--- src/rtl/flash_pwr_pkg.sv ---
package flash_pwr_pkg;

    typedef enum logic [2:0] {
        M_STANDBY   = 3'd0,
        M_SELECTED  = 3'd1,
        M_BUSY      = 3'd2,
        M_SLEEPING  = 3'd3,
        M_ASLEEP    = 3'd4,
        M_WAKING    = 3'd5
    } pwr_mode_t;

    typedef enum logic [3:0] {
        K_NONE, K_WREN, K_WRDI, K_WRSR, K_PROG,
        K_SECT, K_BLK, K_CHIP, K_SLEEP, K_WAKE
    } cmd_kind_t;

    localparam logic [7:0] OP_WREN  = 8'h06;
    localparam logic [7:0] OP_WRDI  = 8'h04;
    localparam logic [7:0] OP_WRSR  = 8'h01;
    localparam logic [7:0] OP_PROG  = 8'h02;
    localparam logic [7:0] OP_SECT  = 8'h20;
    localparam logic [7:0] OP_BLK_A = 8'h52;
    localparam logic [7:0] OP_BLK_B = 8'hD8;
    localparam logic [7:0] OP_CHIP_A = 8'h60;
    localparam logic [7:0] OP_CHIP_B = 8'hC7;
    localparam logic [7:0] OP_SLEEP = 8'hB9;
    localparam logic [7:0] OP_WAKE  = 8'hAB;

endpackage

--- src/rtl/flash_cmd_kind.sv ---
module flash_cmd_kind
    import flash_pwr_pkg::*;
(
    input  logic [7:0] code,
    output cmd_kind_t  kind
);
    always_comb begin
        case (code)
            OP_WREN:             kind = K_WREN;
            OP_WRDI:             kind = K_WRDI;
            OP_WRSR:             kind = K_WRSR;
            OP_PROG:             kind = K_PROG;
            OP_SECT:             kind = K_SECT;
            OP_BLK_A, OP_BLK_B:  kind = K_BLK;
            OP_CHIP_A, OP_CHIP_B: kind = K_CHIP;
            OP_SLEEP:            kind = K_SLEEP;
            OP_WAKE:             kind = K_WAKE;
            default:             kind = K_NONE;
        endcase
    end
endmodule

--- src/rtl/flash_cycle_timer.sv ---
module flash_cycle_timer #(
    parameter int CNT_W = 8
) (
    input  logic             clk,
    input  logic             rst_n,
    input  logic             load,
    input  logic [CNT_W-1:0] len,
    output logic             expired
);
    logic [CNT_W-1:0] remain;

    always_ff @(posedge clk or negedge rst_n) begin
        if (!rst_n)
            remain <= '0;
        else if (load)
            remain <= len - 1'b1;
        else if (remain != '0)
            remain <= remain - 1'b1;
    end

    assign expired = (remain == '0);
endmodule

--- src/rtl/flash_pwr_ctrl.sv ---
module flash_pwr_ctrl
    import flash_pwr_pkg::*;
#(
    parameter int PP_CYC  = 20,
    parameter int SE_CYC  = 40,
    parameter int BE_CYC  = 60,
    parameter int CE_CYC  = 80,
    parameter int SR_CYC  = 12,
    parameter int DP_CYC  = 6,
    parameter int RES_CYC = 8
) (
    input  logic       clk,
    input  logic       rst_n,
    input  logic       cs_n,
    input  logic       cmd_end,
    input  logic [7:0] cmd_code,
    output logic [2:0] mode,
    output logic       wip,
    output logic       wel,
    output logic       busy_done,
    output logic       cmd_taken
);
    function automatic int max2(input int a, input int b);
        return (a > b) ? a : b;
    endfunction

    localparam int MAX_CYC = max2(max2(max2(PP_CYC, SE_CYC), max2(BE_CYC, CE_CYC)),
                                  max2(SR_CYC, max2(DP_CYC, RES_CYC)));
    localparam int CNT_W = $clog2(MAX_CYC + 1);

    pwr_mode_t        state, nxt;
    cmd_kind_t        kind;
    logic             expired, load, take;
    logic [CNT_W-1:0] len, wr_len;
    logic             is_write;

    flash_cmd_kind i_kind (.code(cmd_code), .kind(kind));

    flash_cycle_timer #(.CNT_W(CNT_W)) i_timer (
        .clk(clk), .rst_n(rst_n), .load(load), .len(len), .expired(expired)
    );

    always_comb begin
        is_write = 1'b1;
        wr_len   = '0;
        case (kind)
            K_PROG:  wr_len = CNT_W'(PP_CYC);
            K_SECT:  wr_len = CNT_W'(SE_CYC);
            K_BLK:   wr_len = CNT_W'(BE_CYC);
            K_CHIP:  wr_len = CNT_W'(CE_CYC);
            K_WRSR:  wr_len = CNT_W'(SR_CYC);
            default: is_write = 1'b0;
        endcase
    end

    // next state and timer control
    always_comb begin
        nxt  = state;
        load = 1'b0;
        len  = '0;
        take = 1'b0;
        unique case (state)
            M_STANDBY, M_SELECTED: begin
                if (state == M_STANDBY && !cs_n) nxt = M_SELECTED;   // select
                if (state == M_SELECTED && cs_n) nxt = M_STANDBY;    // deselect
                if (cmd_end) begin
                    if (is_write) begin
                        if (wel) begin                               // write start
                            take = 1'b1;
                            load = 1'b1;
                            len  = wr_len;
                            nxt  = M_BUSY;
                        end
                    end else begin
                        case (kind)
                            K_WREN, K_WRDI, K_WAKE: begin
                                take = 1'b1;
                                nxt  = M_STANDBY;
                            end
                            K_SLEEP: begin                           // sleep
                                take = 1'b1;
                                load = 1'b1;
                                len  = CNT_W'(DP_CYC);
                                nxt  = M_SLEEPING;
                            end
                            default: ;
                        endcase
                    end
                end
            end
            M_BUSY:     if (expired) nxt = M_STANDBY;                // write done
            M_SLEEPING: if (expired) nxt = M_ASLEEP;                 // sleep done
            M_ASLEEP: begin
                if (cmd_end && kind == K_WAKE) begin                 // wake
                    take = 1'b1;
                    load = 1'b1;
                    len  = CNT_W'(RES_CYC);
                    nxt  = M_WAKING;
                end
            end
            M_WAKING:   if (expired) nxt = M_STANDBY;                // wake done
            default:    nxt = M_STANDBY;
        endcase
    end

    // state register
    always_ff @(posedge clk or negedge rst_n) begin
        if (!rst_n) state <= M_STANDBY;
        else        state <= nxt;
    end

    // registered outputs
    always_ff @(posedge clk or negedge rst_n) begin
        if (!rst_n) begin
            wel       <= 1'b0;
            busy_done <= 1'b0;
            cmd_taken <= 1'b0;
        end else begin
            busy_done <= (state == M_BUSY) && expired;
            cmd_taken <= take;
            if ((state == M_BUSY) && expired)
                wel <= 1'b0;
            else if (take && kind == K_WREN)
                wel <= 1'b1;
            else if (take && kind == K_WRDI)
                wel <= 1'b0;
        end
    end

    assign mode = state;
    assign wip  = (state == M_BUSY);
endmodule

--- config.mk ---
export PLATFORM = sky130hd
export DESIGN_NAME = flash_pwr_ctrl
export DESIGN_NICKNAME = d
export VERILOG_FILES = /design/src/rtl/flash_pwr_pkg.sv /design/src/rtl/flash_cmd_kind.sv /design/src/rtl/flash_cycle_timer.sv /design/src/rtl/flash_pwr_ctrl.sv
export SDC_FILE = /design/constraint.sdc
export NUM_CORES = 1
export LEC_CHECK = 0
export BUFFER_PORTS_ARGS = -buffer_cell sky130_fd_sc_hd__clkbuf_2
export CORE_MARGIN = 3
export CORE_UTILIZATION = 43
export DETAILED_ROUTE_END_ITERATION = 16
export PLACE_DENSITY = 0.64
export SLEW_MARGIN = 15
export SYNTH_ARGS = -nofsm -noshare
export SYNTH_HDL_FRONTEND = slang
export SYNTH_SLANG_ARGS = --single-unit
export TNS_END_PERCENT = 10
--- constraint.sdc ---
create_clock -name clk -period 6.3 [get_ports clk]
set_clock_uncertainty 0.15 [all_clocks]
set_input_delay 1.26 -clock clk [delete_from_list [all_inputs] [get_ports clk]]
set_output_delay 1.26 -clock clk [all_outputs]
set_load 0.005 [all_outputs]
; Yosys cells after proc, flatten, opt, wreduce, memory -nomap -nowiden
; Index checks and enable logic that the tools add are counted.
[word_totals]
reg_bits = 13
output_inout_bits = 7
word_cells = 89
[op_classes]
add_sub_neg = 2
eq_ne = 28
mux = 34
reduce_logical = 20
[op_table]
columns = operator, count
row1 = $pmux W4 S9, 1
row2 = $mux W7, 5
row3 = $pmux W7 S5, 1
row4 = $eq A8 B8 Y1 const B, 4
row5 = $mux W3, 9
row6 = $eq A4 B3 Y1 const B, 4
row7 = $eq A8 B3 Y1 const B, 2
row8 = $eq A8 B7 Y1 const B, 2
row9 = $pmux W7 S2, 1
row10 = $sub A7 B1 Y7 const B, 2
row11 = $mux W1, 12
row12 = $pmux W3 S4, 1
row13 = $eq A4 B2 Y1 const B, 2
row14 = $eq A4 B4 Y1 const B, 2
row15 = $eq A8 B1 Y1 const B, 1
row16 = $eq A8 B2 Y1 const B, 1
row17 = $eq A8 B6 Y1 const B, 1
row18 = $reduce_or A2 Y1, 4
row19 = $logic_not A7 Y1, 1
row20 = $reduce_bool A7 Y1, 1
row21 = $eq A3 B2 Y1 const B, 2
row22 = $eq A3 B3 Y1 const B, 2
row23 = $logic_and A1 B1 Y1, 6
row24 = $pmux W3 S2, 1
row25 = 14 further kinds, 16

; Logic depth before layout (Yosys ltp)
; Gate-level depths: netlist of the first run.
[depth]
depth_word = 13
depth_mapped = 11

; Cells and area by module
; Synthesis of the first run repeated with hierarchy kept, for this count alone.
[unflattened]
cells_unflattened = 143
hier_area_um2 = 1203.7
[by_module_without_submodules]
columns = module, instances, cells_each, area_each_um2, seq_area_each_um2
row1 = flash_pwr_ctrl, 1, 64, 491.7, 150.1
row2 = flash_cycle_timer, 1, 48, 486.7, 175.2
row3 = flash_cmd_kind, 1, 31, 225.2, 0.0

; Worst setup path before layout of the first run
; Ideal clock, no wire load.
[synth_timing]
path_type = input-to-reg
start = in cmd_code[0]
end = reg i_timer.remain[4]
arrival_time_ns = 3.401
t_required_ns = 6.004
setup_slack_ns = 2.603
path_stages = 10
path_buffers = 1
cell_sequence = buf_6 or4b_4 o311ai_4 o221a_4 nor2_1 a21oi_1 ha_1 o211a_1 and3_1 nor3_1
[synth_via]
elab_chain_len = 11
word_cells_on_any_way = 39
[synth_rtl]
columns = element, line_no
row1 = from (decl), flash_pwr_ctrl.sv:16  ; input logic [7:0] cmd_code,
row2 = $eq A8 B7 Y1 or $eq A8 B8 Y1 (tied branches), flash_cmd_kind.sv:8  ; case (code)
row3 = $reduce_or A2 Y1, flash_cmd_kind.sv:8
row4 = $pmux W4 S9 (*), flash_cmd_kind.sv:8
row5 = $eq A4 B2 Y1 or $eq A4 B3 Y1 (tied branches), flash_pwr_ctrl.sv:46  ; case (kind)
row6 = $pmux W7 S5 or $reduce_or A5 Y1 (tied branches), n/a
row7 = $mux W7 or $mux W1 (tied branches), "flash_pwr_ctrl.sv:68, flash_pwr_ctrl.sv:46"
row8 = $mux W7, flash_pwr_ctrl.sv:67  ; if (is_write) begin
row9 = $mux W7, flash_pwr_ctrl.sv:66  ; if (cmd_end) begin
row10 = $pmux W7 S2, flash_pwr_ctrl.sv:62  ; unique case (state)
row11 = $sub A7 B1 Y7, flash_cycle_timer.sv:16  ; remain <= len - 1'b1;
row12 = $mux W7, flash_cycle_timer.sv:15  ; else if (load)
row13 = to (signal assigned), flash_cycle_timer.sv:16
row14 = to (signal assigned), flash_cycle_timer.sv:18  ; remain <= remain - 1'b1;
row15 = to (decl), flash_cycle_timer.sv:10  ; logic [CNT_W-1:0] remain;
; Mark *: on every way between the ends. The rest lies on a longest branch, timed or not.
; A chain may end at the register's enable or synchronous reset.

; Worst setup path after layout of the first run
; Same ends and word-level chain as after synthesis.

==> metrics, run 1 <==
Core Rows 18; post-CTS setup buffer count 0; cts repair resizes 0; post-synthesis sequential area ratio 27.63%; TritonCTS Buffers 3; drt wl/cell 15.45 um; # clock sinks 13; syn nets 148; RD Place Congestion 0.8887; DRT Wirelength 2811 um; post-DR vias/cell 5.929; startpoint types input port; Syn. warnings 0; largest net degree at the start of global routing 14; peak supply drop 174.5 uV; Post-DP Area 1274 um2; fin area 1301 um2; Seq cells post-synth 13; ant diodes 0; share of post-route cells with drive strength above 1 21.05%; critical path arrival 3750 ps; status finished, final reports clean; RSZ-0062 raised after global routing false; first-pass GRT wire length 4843 um; HPWL after DPL 2187 um; Syn Area/Cell 8.721 um2; Post-Synth XOR/XNOR Area 3.719%; Crit path required time 6290 ps; final hold vios 0; PwrDens 281.5 nW/um2; CP Capture Type register; Final #Nets 166; Tot GR Track Use 18.29%; setup_tns 0 ps; asr flop ratio synth 100.0%; DR DRC count 0; die area 3402 um2; fin crit share 59.69%; drt pass-1 iters 4; Rel. slew slack 47.92%; Post-synth top flop dfrtp_1; max-slew violations 0; endpoints failing setup 0; vias in the first global route 1066; Adder-Cell Fraction of Synth Area 1.063%; Post-Synth Simple-Gate Area 32.84%; ANT nets after route 0; mux cell area share after synthesis 3.401%; largest family of logic cells by synthesized area simple AND/OR/NAND/NOR gates; Cell variety after synth 51; Vias 1079; clock slew at reported path FFs 80 ps; Max Fclk 0.2659 GHz; final critical-path required period 3760 ps; PortBufs 18; clk buf depth 2; clk_lat worst skew 280 ps; hold crit path type register to register; max_cap viols 0; gr ovfl total 0; most frequent cells in the layout clkbuf_2, dfrtp_1, nor2_1; Tightest Pin Transition 774.6 ps; complex-gate fraction of the synthesized area 27.74%; starting density of the core 46.26%; Die Y-Extent 58.33 um; Synth Cell Area 1177 um2; CTS Root Buffer Type clkbuf_4; I/O pin cnt 19; Initial DRC Count 68; CP Class input port to register; Post-synth EDFFs 0; CTS tree done; Die X 58.33 um; area grow syn2layout 10.52%; most common cell after layout, fill and taps aside clkbuf_2; Hold Buf Count CTS 0; total core area 2545 um2; Leakage 0.6168 nW; antenna violations before repair 0; CTS H-tree depth 1; Crit Path Max Fanout 10; Mapped Cells 135
-- cell families after synthesis --
logic type                 count (synthesis)
and+or+nand+nor                           66
adders and majority gates                  1
muxes                                      4
DFF                                       13
xor gates and xnor gates                   5
AOI/OAI and AO/OA                         38
buffers and inverters                      8
-- cell usage after synthesis, types with 3 or more instances --
cell type,instances,share of area (%)
nand2b_1,5,2.7
o211ai_1,3,1.9
nand2_1,11,3.5
buf_2,4,1.7
o21ai_0,6,2.6
nor3_1,6,2.6
dfrtp_1,13,28
inv_1,3,0.96
nor4_1,6,3.2
mux2i_1,4,3.4
a21oi_1,5,2.1
nor2_1,12,3.8
and2_1,3,1.6
xnor2_1,5,3.7
-- power breakdown --
group	leakage [nW]	switching [W]	total (W)	internal (W)
registers	0.162	0.0000279	0.000142	0.000114
clock network	0.0177	0.0000281	0.0000517	0.0000236
logic	0.437	0.0000940	0.000173	0.0000786
total	0.617	0.000150	0.000366	0.000216
-- path summary, 6_finish.rpt --
check	from	end	slack, ps	cells after the start
min in group asynchronous	rst_n	i_timer.remain[5]$_DFFE_PN0P_	700	1
max reg2reg	mode[0]$_DFFE_PN0P_	i_timer.remain[4]$_DFFE_PN0P_	3560	9
min reg2reg	i_timer.remain[0]$_DFFE_PN0P_	i_timer.remain[0]$_DFFE_PN0P_	360	1
max in group asynchronous	rst_n	mode[1]$_DFFE_PN0P_	5060	1
min	i_timer.remain[0]$_DFFE_PN0P_	i_timer.remain[0]$_DFFE_PN0P_	360	1
max	cmd_code[0]	i_timer.remain[4]$_DFFE_PN0P_	2540	10
-- sequential cells by signal, summed over array words and instances (netlist names) --
signal,flops
busy_done,1
mode,3
i_timer.remain,7
cmd_taken,1
wel,1
-- through the flow --
step | cells | setup WS, ps | hold slack [ps] | total power [W] | utilization, %
after floorplan | 135 | 2603 | 319.1 | 0.0002708 | -
after global placement | 178 | 2340 | 352.8 | 0.0003130 | 50.05
after detailed placement | 178 | 2278 | 352.3 | 0.0003155 | 50.05
after CTS | 182 | 2550 | 362.2 | 0.0003674 | 51.13
after global routing | 182 | 2369 | 400.3 | 0.0003995 | 51.13
final | 182 | 2540 | 362.7 | 0.0003663 | 51.13
-- routing by layer --
layer | GRT usage, % | up-vias | wire, um
li1 | - | 559 | -
met1 | 25.00 | 497 | 1397
met2 | 30.14 | 19 | 1309
met3 | 1.974 | 4 | 72
met4 | 5.960 | 0 | 31
met5 | 0 | - | 0
-- cell type report --
type	count	area, um2
clock inverter	1	5.005
timing repair buffer	18	90.09
tap	30	37.54
multi-input combinational	114	809.5
fill	242	1244
sequential	13	325.3
clock buffer	3	22.52
inverter	3	11.26
-- critical path: stages --
cell and delay, ps:
clkbuf_2 170, or4b_4 570, o311ai_4 530, o221a_4 310, nor2_1 100, a21oi_1 200, ha_1 210, o211a_1 180
and3_1 170, nor3_1 50
Power figures use the tool's default switching activity.
==> run 2, diff against run 1 <==
Settings changed: PLACE_DENSITY 0.64 to 0.67.
Clock period 6.3 ns to 3 ns, I/O delays scaled along.
==> metrics, run 2 (synthesis gave the netlist of run 1 again) <==
most frequent cells in the layout buf_4, clkbuf_2, dfrtp_1; gr ovfl total 0 (unchanged); Crit Reg-Reg Startpoint mode[0]$_DFFE_PN0P_; status finished, final reports clean; ANT nets after route 0 (unchanged); starting density of the core 46.26% (unchanged); CTS H-tree depth 1 (unchanged); Vias 1251 (+16%); CTS Root Buffer Type clkbuf_4; Die Y-Extent 58.33 um (unchanged); Crit path required time 3050 ps (-3240 ps); fin area 1519 um2 (+17%); # clock sinks 13 (unchanged); Largest register FFs 7 (unchanged); RD Place Congestion 1.023 (+15%); Finished Layout Cells 210 (+15%); CP top delay family simple AND/OR/NAND/NOR gates; PwrDens 539.7 nW/um2 (+92%); dpl cells 206 (+16%); crit-path max cell delay 420 ps (-150 ps); Tot GR Track Use 20.83% (+2.5 points); HPWL after DPL 2548 um (+17%); total core area 2545 um2 (unchanged); post-DR vias/cell 5.957 (+0.48%); PortBufs 18 (unchanged); Top reg by flops i_timer.remain; Final #Nets 194 (+17%); multi-input logic area 818.3 um2 (+1.1%); register area 325.3 um2 (unchanged); area grow syn2layout 29.01%; CP Class input port to register; Tightest Pin Transition 472.0 ps (-302.6 ps); Crit Path Max Fanout 7 (-3); antenna violations before repair 0 (unchanged); startpoint types input port; Max Fclk 0.3549 GHz; instance count on the critical path 11 (+1); CP Capture Type register; length in cells of the worst reg-to-reg path 9 (unchanged); slowest stage cell, crit path or3_1; Leakage 0.7545 nW (+22%); TritonCTS Buffers 3 (unchanged); max_cap viols 0 (unchanged); fin util 59.69% (+8.6 points); final critical-path required period 2818 ps; I/O pin cnt 19 (unchanged); share of post-route cells with drive strength above 1 33.89% (+13 points); RSZ-0062 raised after global routing false; critical path arrival 2860 ps (-890 ps); drt wl/cell 15.51 um (+0.45%); first-pass GRT wire length 5589 um (+15%); clock slew at reported path FFs 80 ps (about the same); WP buf/inv 1 (unchanged); DR DRC count 0 (unchanged); Die X 58.33 um (unchanged); Fillers 238 (-1.7%); worst path cell trace clkbuf_2 > xnor2_1 > nor4_2 > or3_1 > o221a_4 > nor2_2 > a21oi_1 > ha_1 > o211a_1 > and3_1 > nor3_1; Core Rows 18 (unchanged); reg-to-reg slack, setup 490 ps (-3070 ps); clk_lat worst skew 280 ps (about the same); most common cell after layout, fill and taps aside buf_4; post-CTS setup buffer count 0 (unchanged); CTS tree done; DRT Wirelength 3258 um (+16%); endpoints failing setup 0 (unchanged); reg2reg end i_timer.remain[6]$_DFFE_PN0P_; Pwr Total 0.0008197 W (+120%); final hold vios 0 (unchanged); hold crit path type input port to async pin; Post-DP Area 1484 um2 (+17%); peak supply drop 437.5 uV (+150%); Initial DRC Count 136 (+100%); max-slew violations 0 (unchanged); clk buf depth 2 (unchanged); Rel. slew slack 68.25% (+20 points); ant diodes 0 (unchanged); fin crit share 93.93%; die area 3402 um2 (unchanged); largest net degree at the start of global routing 14 (unchanged); drt pass-1 iters 4 (unchanged); vias in the first global route 1291 (+21%); setup_tns 0 ps (unchanged)
[run 2: how the worst max path moves through the flow]
stage | from | end | slack, ps
4_1_cts | cmd_code[4] | i_timer.remain[6]$_DFFE_PN0P_ | 160
5_1_grt | cmd_code[4] | i_timer.remain[5]$_DFFE_PN0P_ | 30
3_3_place_gp | cmd_code[4] | i_timer.remain[4]$_DFFE_PN0P_ | -70
3_5_place_dp | cmd_code[4] | i_timer.remain[5]$_DFFE_PN0P_ | -100
6_report | cmd_code[5] | i_timer.remain[4]$_DFFE_PN0P_ | 180
2_1_floorplan | cmd_code[6] | i_timer.remain[4]$_DFFE_PN0P_ | 20
[run 2: area by class of cell]
class,instances,area share (%)
Multi-Input combinational cell,114,53.87
Sequential cell,13,21.42
Timing Repair Buffer,46,19.77
Tap cell,30,2.471
Clock buffer,4,1.730
Inverter,3,0.7413
[run 2: worst register-to-register path: stages (launching register included)]
cell,delay (ps)
dfrtp_1,450
nand4bb_1,210
or4_1,480
nor2_1,190
nor2_2,90
a21oi_1,170
ha_1,200
o211a_1,190
nand3_1,100
mux2i_1,130
[run 2: metrics by stage]
stage               setup slack, ps  hold WS [ps]
global route                  29.50         54.72
finish                        182.2         46.95
CTS                           162.9         50.88
floorplan                     15.28         154.4
detailed placement           -95.45         340.1
global placement             -68.11         335.3
[run 2: repair_timing]
item                                    4_1_cts  5_1_grt
endpoints found under the setup margin        0        2
gates resized for setup                       0        2
hold buffers                                  0        0
[run 2: per-layer routing]
layer  up-vias  wire length [um]  track usage, %
met5         -                 0               0
met4         0                84           10.60
met3        10               118           1.316
met2        34              1606           35.09
met1       599              1449           26.82
li1        608                 -               -
[run 2: report_power, final]
part	leakage, nW	total [W]	switching (W)	internal, W
clock	0.0150	0.000108	0.0000565	0.0000516
sequential	0.162	0.000300	0.0000600	0.000240
combinational	0.577	0.000412	0.000211	0.000200
==> run 3, diff against run 2 <==
Settings changed: SYNTH_HIERARCHICAL from default to 1.
==> metrics, run 3 <==
Die Y-Extent 58.91 um (+0.99%); ant diodes 0 (unchanged); Crit Path Max Fanout 6 (-1); first-pass GRT wire length 6065 um (+8.5%); Crit Reg-Reg Startpoint mode[2]$_DFFE_PN0P_; share of the synthesized area in the top cell type 27.03% (-0.60 points); Tot GR Track Use 23.20% (+2.4 points); CP Capture Type register; vias in the first global route 1334 (+3.3%); Syn Area/Cell 8.417 um2 (-3.5%); CP Class input port to register; antenna violations before repair 0 (unchanged); failing checks negative setup slack; Crit path required time 3060 ps (about the same); Synth Cell Area 1204 um2 (+2.2%); Syn. warnings 6 (+6); PortBufs 18 (unchanged); fin crit share 118.1% (+24 points); RSZ-0062 raised after global routing true; max_cap viols 0 (unchanged); # clock sinks 13 (unchanged); status complete, but fails checks; RD Place Congestion 0.8214 (-20%); final critical-path required period 3542 ps (+723.8 ps); Initial DRC Count 66 (-51%); clk buf depth 2 (unchanged); CTS H-tree depth 1 (unchanged); gr ovfl total 0 (unchanged); final hold vios 0 (unchanged); Tightest Pin Transition 584.9 ps (+112.9 ps); Pwr Total 0.0008288 W (+1.1%); DR DRC count 0 (unchanged); Top reg by flops i_timer/remain; synth top area cells dfrtp_1, xnor2_1, nand2b_1, nor2_1, nand2_1; top cells by count, synth dfrtp_1, nor2_1, nand2_1, xnor2_1, nand2b_1; Worst Slack Setup Final -541.7 ps (-723.8 ps); Rel. slew slack 60.72% (-7.5 points); ANT nets after route 0 (unchanged); Synth area leader dfrtp_1; reg-to-reg slack, setup 300 ps (-190 ps); drt wl/cell 15.46 um (-0.33%); Cell variety after synth 46 (-9.8%); asr flop ratio synth 100.0% (unchanged); most common cell after layout, fill and taps aside buf_4; clk_lat worst skew 290 ps (about the same); DRT Wirelength 3634 um (+12%); startpoint types input port; Post-synth top flop dfrtp_1; length in cells of the worst reg-to-reg path 11 (+2); HPWL after DPL 2655 um (+4.2%); Core Rows 18 (unchanged); Seq cells post-synth 13 (unchanged); max-slew violations 0 (unchanged); Vias 1378 (+10%); Post-synth EDFFs 0 (unchanged); CTS tree done; Largest register FFs 7 (unchanged); largest net degree at the start of global routing 14 (unchanged); critical path arrival 3600 ps (+740 ps); Leakage 0.7762 nW (+2.9%); starting density of the core 46.88% (+0.62 points); drt pass-1 iters 4 (unchanged); Setup WS pre-CTS -978.4 ps (-882.9 ps); total core area 2567 um2 (+0.88%); Mapped Cells 143 (+5.9%); setup_tns -2360 ps (-2360 ps); peak supply drop 621.2 uV (+42%); share of post-route cells with drive strength above 1 48.29% (+14 points); PwrDens 460.3 nW/um2 (-15%); die area 3470 um2 (+2.0%); most frequent cells in the layout buf_4, clkbuf_2, dfrtp_1; post-synthesis sequential area ratio 27.03% (-0.60 points); Fillers 206 (-13%); Die X 58.91 um (+0.99%); Final #Nets 219 (+13%); hold crit path type input port to async pin; area grow syn2layout 49.58%; I/O pin cnt 19 (unchanged); Hold WS 46.82 ps (-0.1319 ps); endpoints failing setup 6 (+6); post-DR vias/cell 5.864 (-1.6%); Max Fclk 0.2824 GHz (-20%); reg2reg end i_timer/remain[6]$_DFFE_PN0P_; CTS Root Buffer Type clkbuf_4; TritonCTS Buffers 3 (unchanged); clock slew at reported path FFs 90 ps (about the same)
run 3: cell count changes after synthesis, sizes merged, moves of 3 or more:
cell     delta
o22ai       +4
o21ai       -3
xnor2       +4
or2         -3
and2        -3
or4         +3
nor2b       +4
a2bb2oi     -3
or3b        +4
run 3: critical path: stages:
cell      delay [ps]
clkbuf_2         140
nand2b_4         140
nor4b_1           50
a211oi_2         280
o41ai_2          140
or3b_4           430
or2_1            260
or3_4            360
nand2_4          110
mux2i_4          240
ha_2             230
o221ai_2         100
or4_1            420
o211ai_1          90
run 3: worst max path at each step:
stage                           start                            end  slack, ps  cells after the start
final                     cmd_code[5]  i_timer/remain[6]$_DFFE_PN0P_       -540                     14
after global routing      cmd_code[0]  i_timer/remain[6]$_DFFE_PN0P_       -720                     17
after CTS                 cmd_code[1]  i_timer/remain[6]$_DFFE_PN0P_       -490                     14
after detailed placement  cmd_code[1]  i_timer/remain[6]$_DFFE_PN0P_       -980                     14
after global placement    cmd_code[0]  i_timer/remain[4]$_DFFE_PN0P_       -850                     17
after floorplan           cmd_code[1]  i_timer/remain[6]$_DFFE_PN0P_      -1020                     17
run 3: power by group:
part           internal (W)  switching, W  leakage [nW]
Combinational      0.000223      0.000164         0.599
Sequential         0.000232     0.0000936         0.159
Clock             0.0000496     0.0000668        0.0177
run 3: repair_timing:
action	CTS	global route
hold buffers	0	0
buffers inserted	4	0
pin swaps	3	0
gates cloned	0	0
setup endpoints to repair	6	8
gates resized for setup	23	7
run 3: cell families after synthesis:
logic type | after synthesis | synth area share (%)
flops | 13 | 27.03
simple gates | 72 | 36.38
other cells | 1 | 0.3116
fa+ha+maj | 1 | 1.039
mux | 3 | 2.495
xor+xnor | 11 | 8.005
buf+inv | 10 | 6.445
compound gates | 32 | 18.30
run 3: cell type report:
| type | instances | area [um2] | share of cell area (%) |
|---|---|---|---|
| inverter | 2 | 7.507 | 0.4170 |
| tap | 30 | 37.54 | 2.085 |
| sequential | 13 | 325.3 | 18.07 |
| timing repair buffer | 65 | 456.7 | 25.36 |
| clock buffer | 3 | 22.52 | 1.251 |
| clock inverter | 1 | 5.005 | 0.2780 |
| multi-input combinational | 121 | 945.9 | 52.54 |
run 3: routing by layer:
layer	share of wire (%)	GRT usage [%]	up-vias
li1	-	-	660
met1	42	29.28	672
met2	51	38.01	36
met3	5.1	4.825	10
met4	2.3	10.03	0
met5	0	0	-
run 3: stage by stage:
stage	cell area, um2	std cells	util [%]
after floorplan	1244	144	-
after global placement	1609	227	62.67
after detailed placement	1609	227	62.67
after CTS	1770	235	68.96
after global routing	1800	235	70.13
final	1800	235	70.13
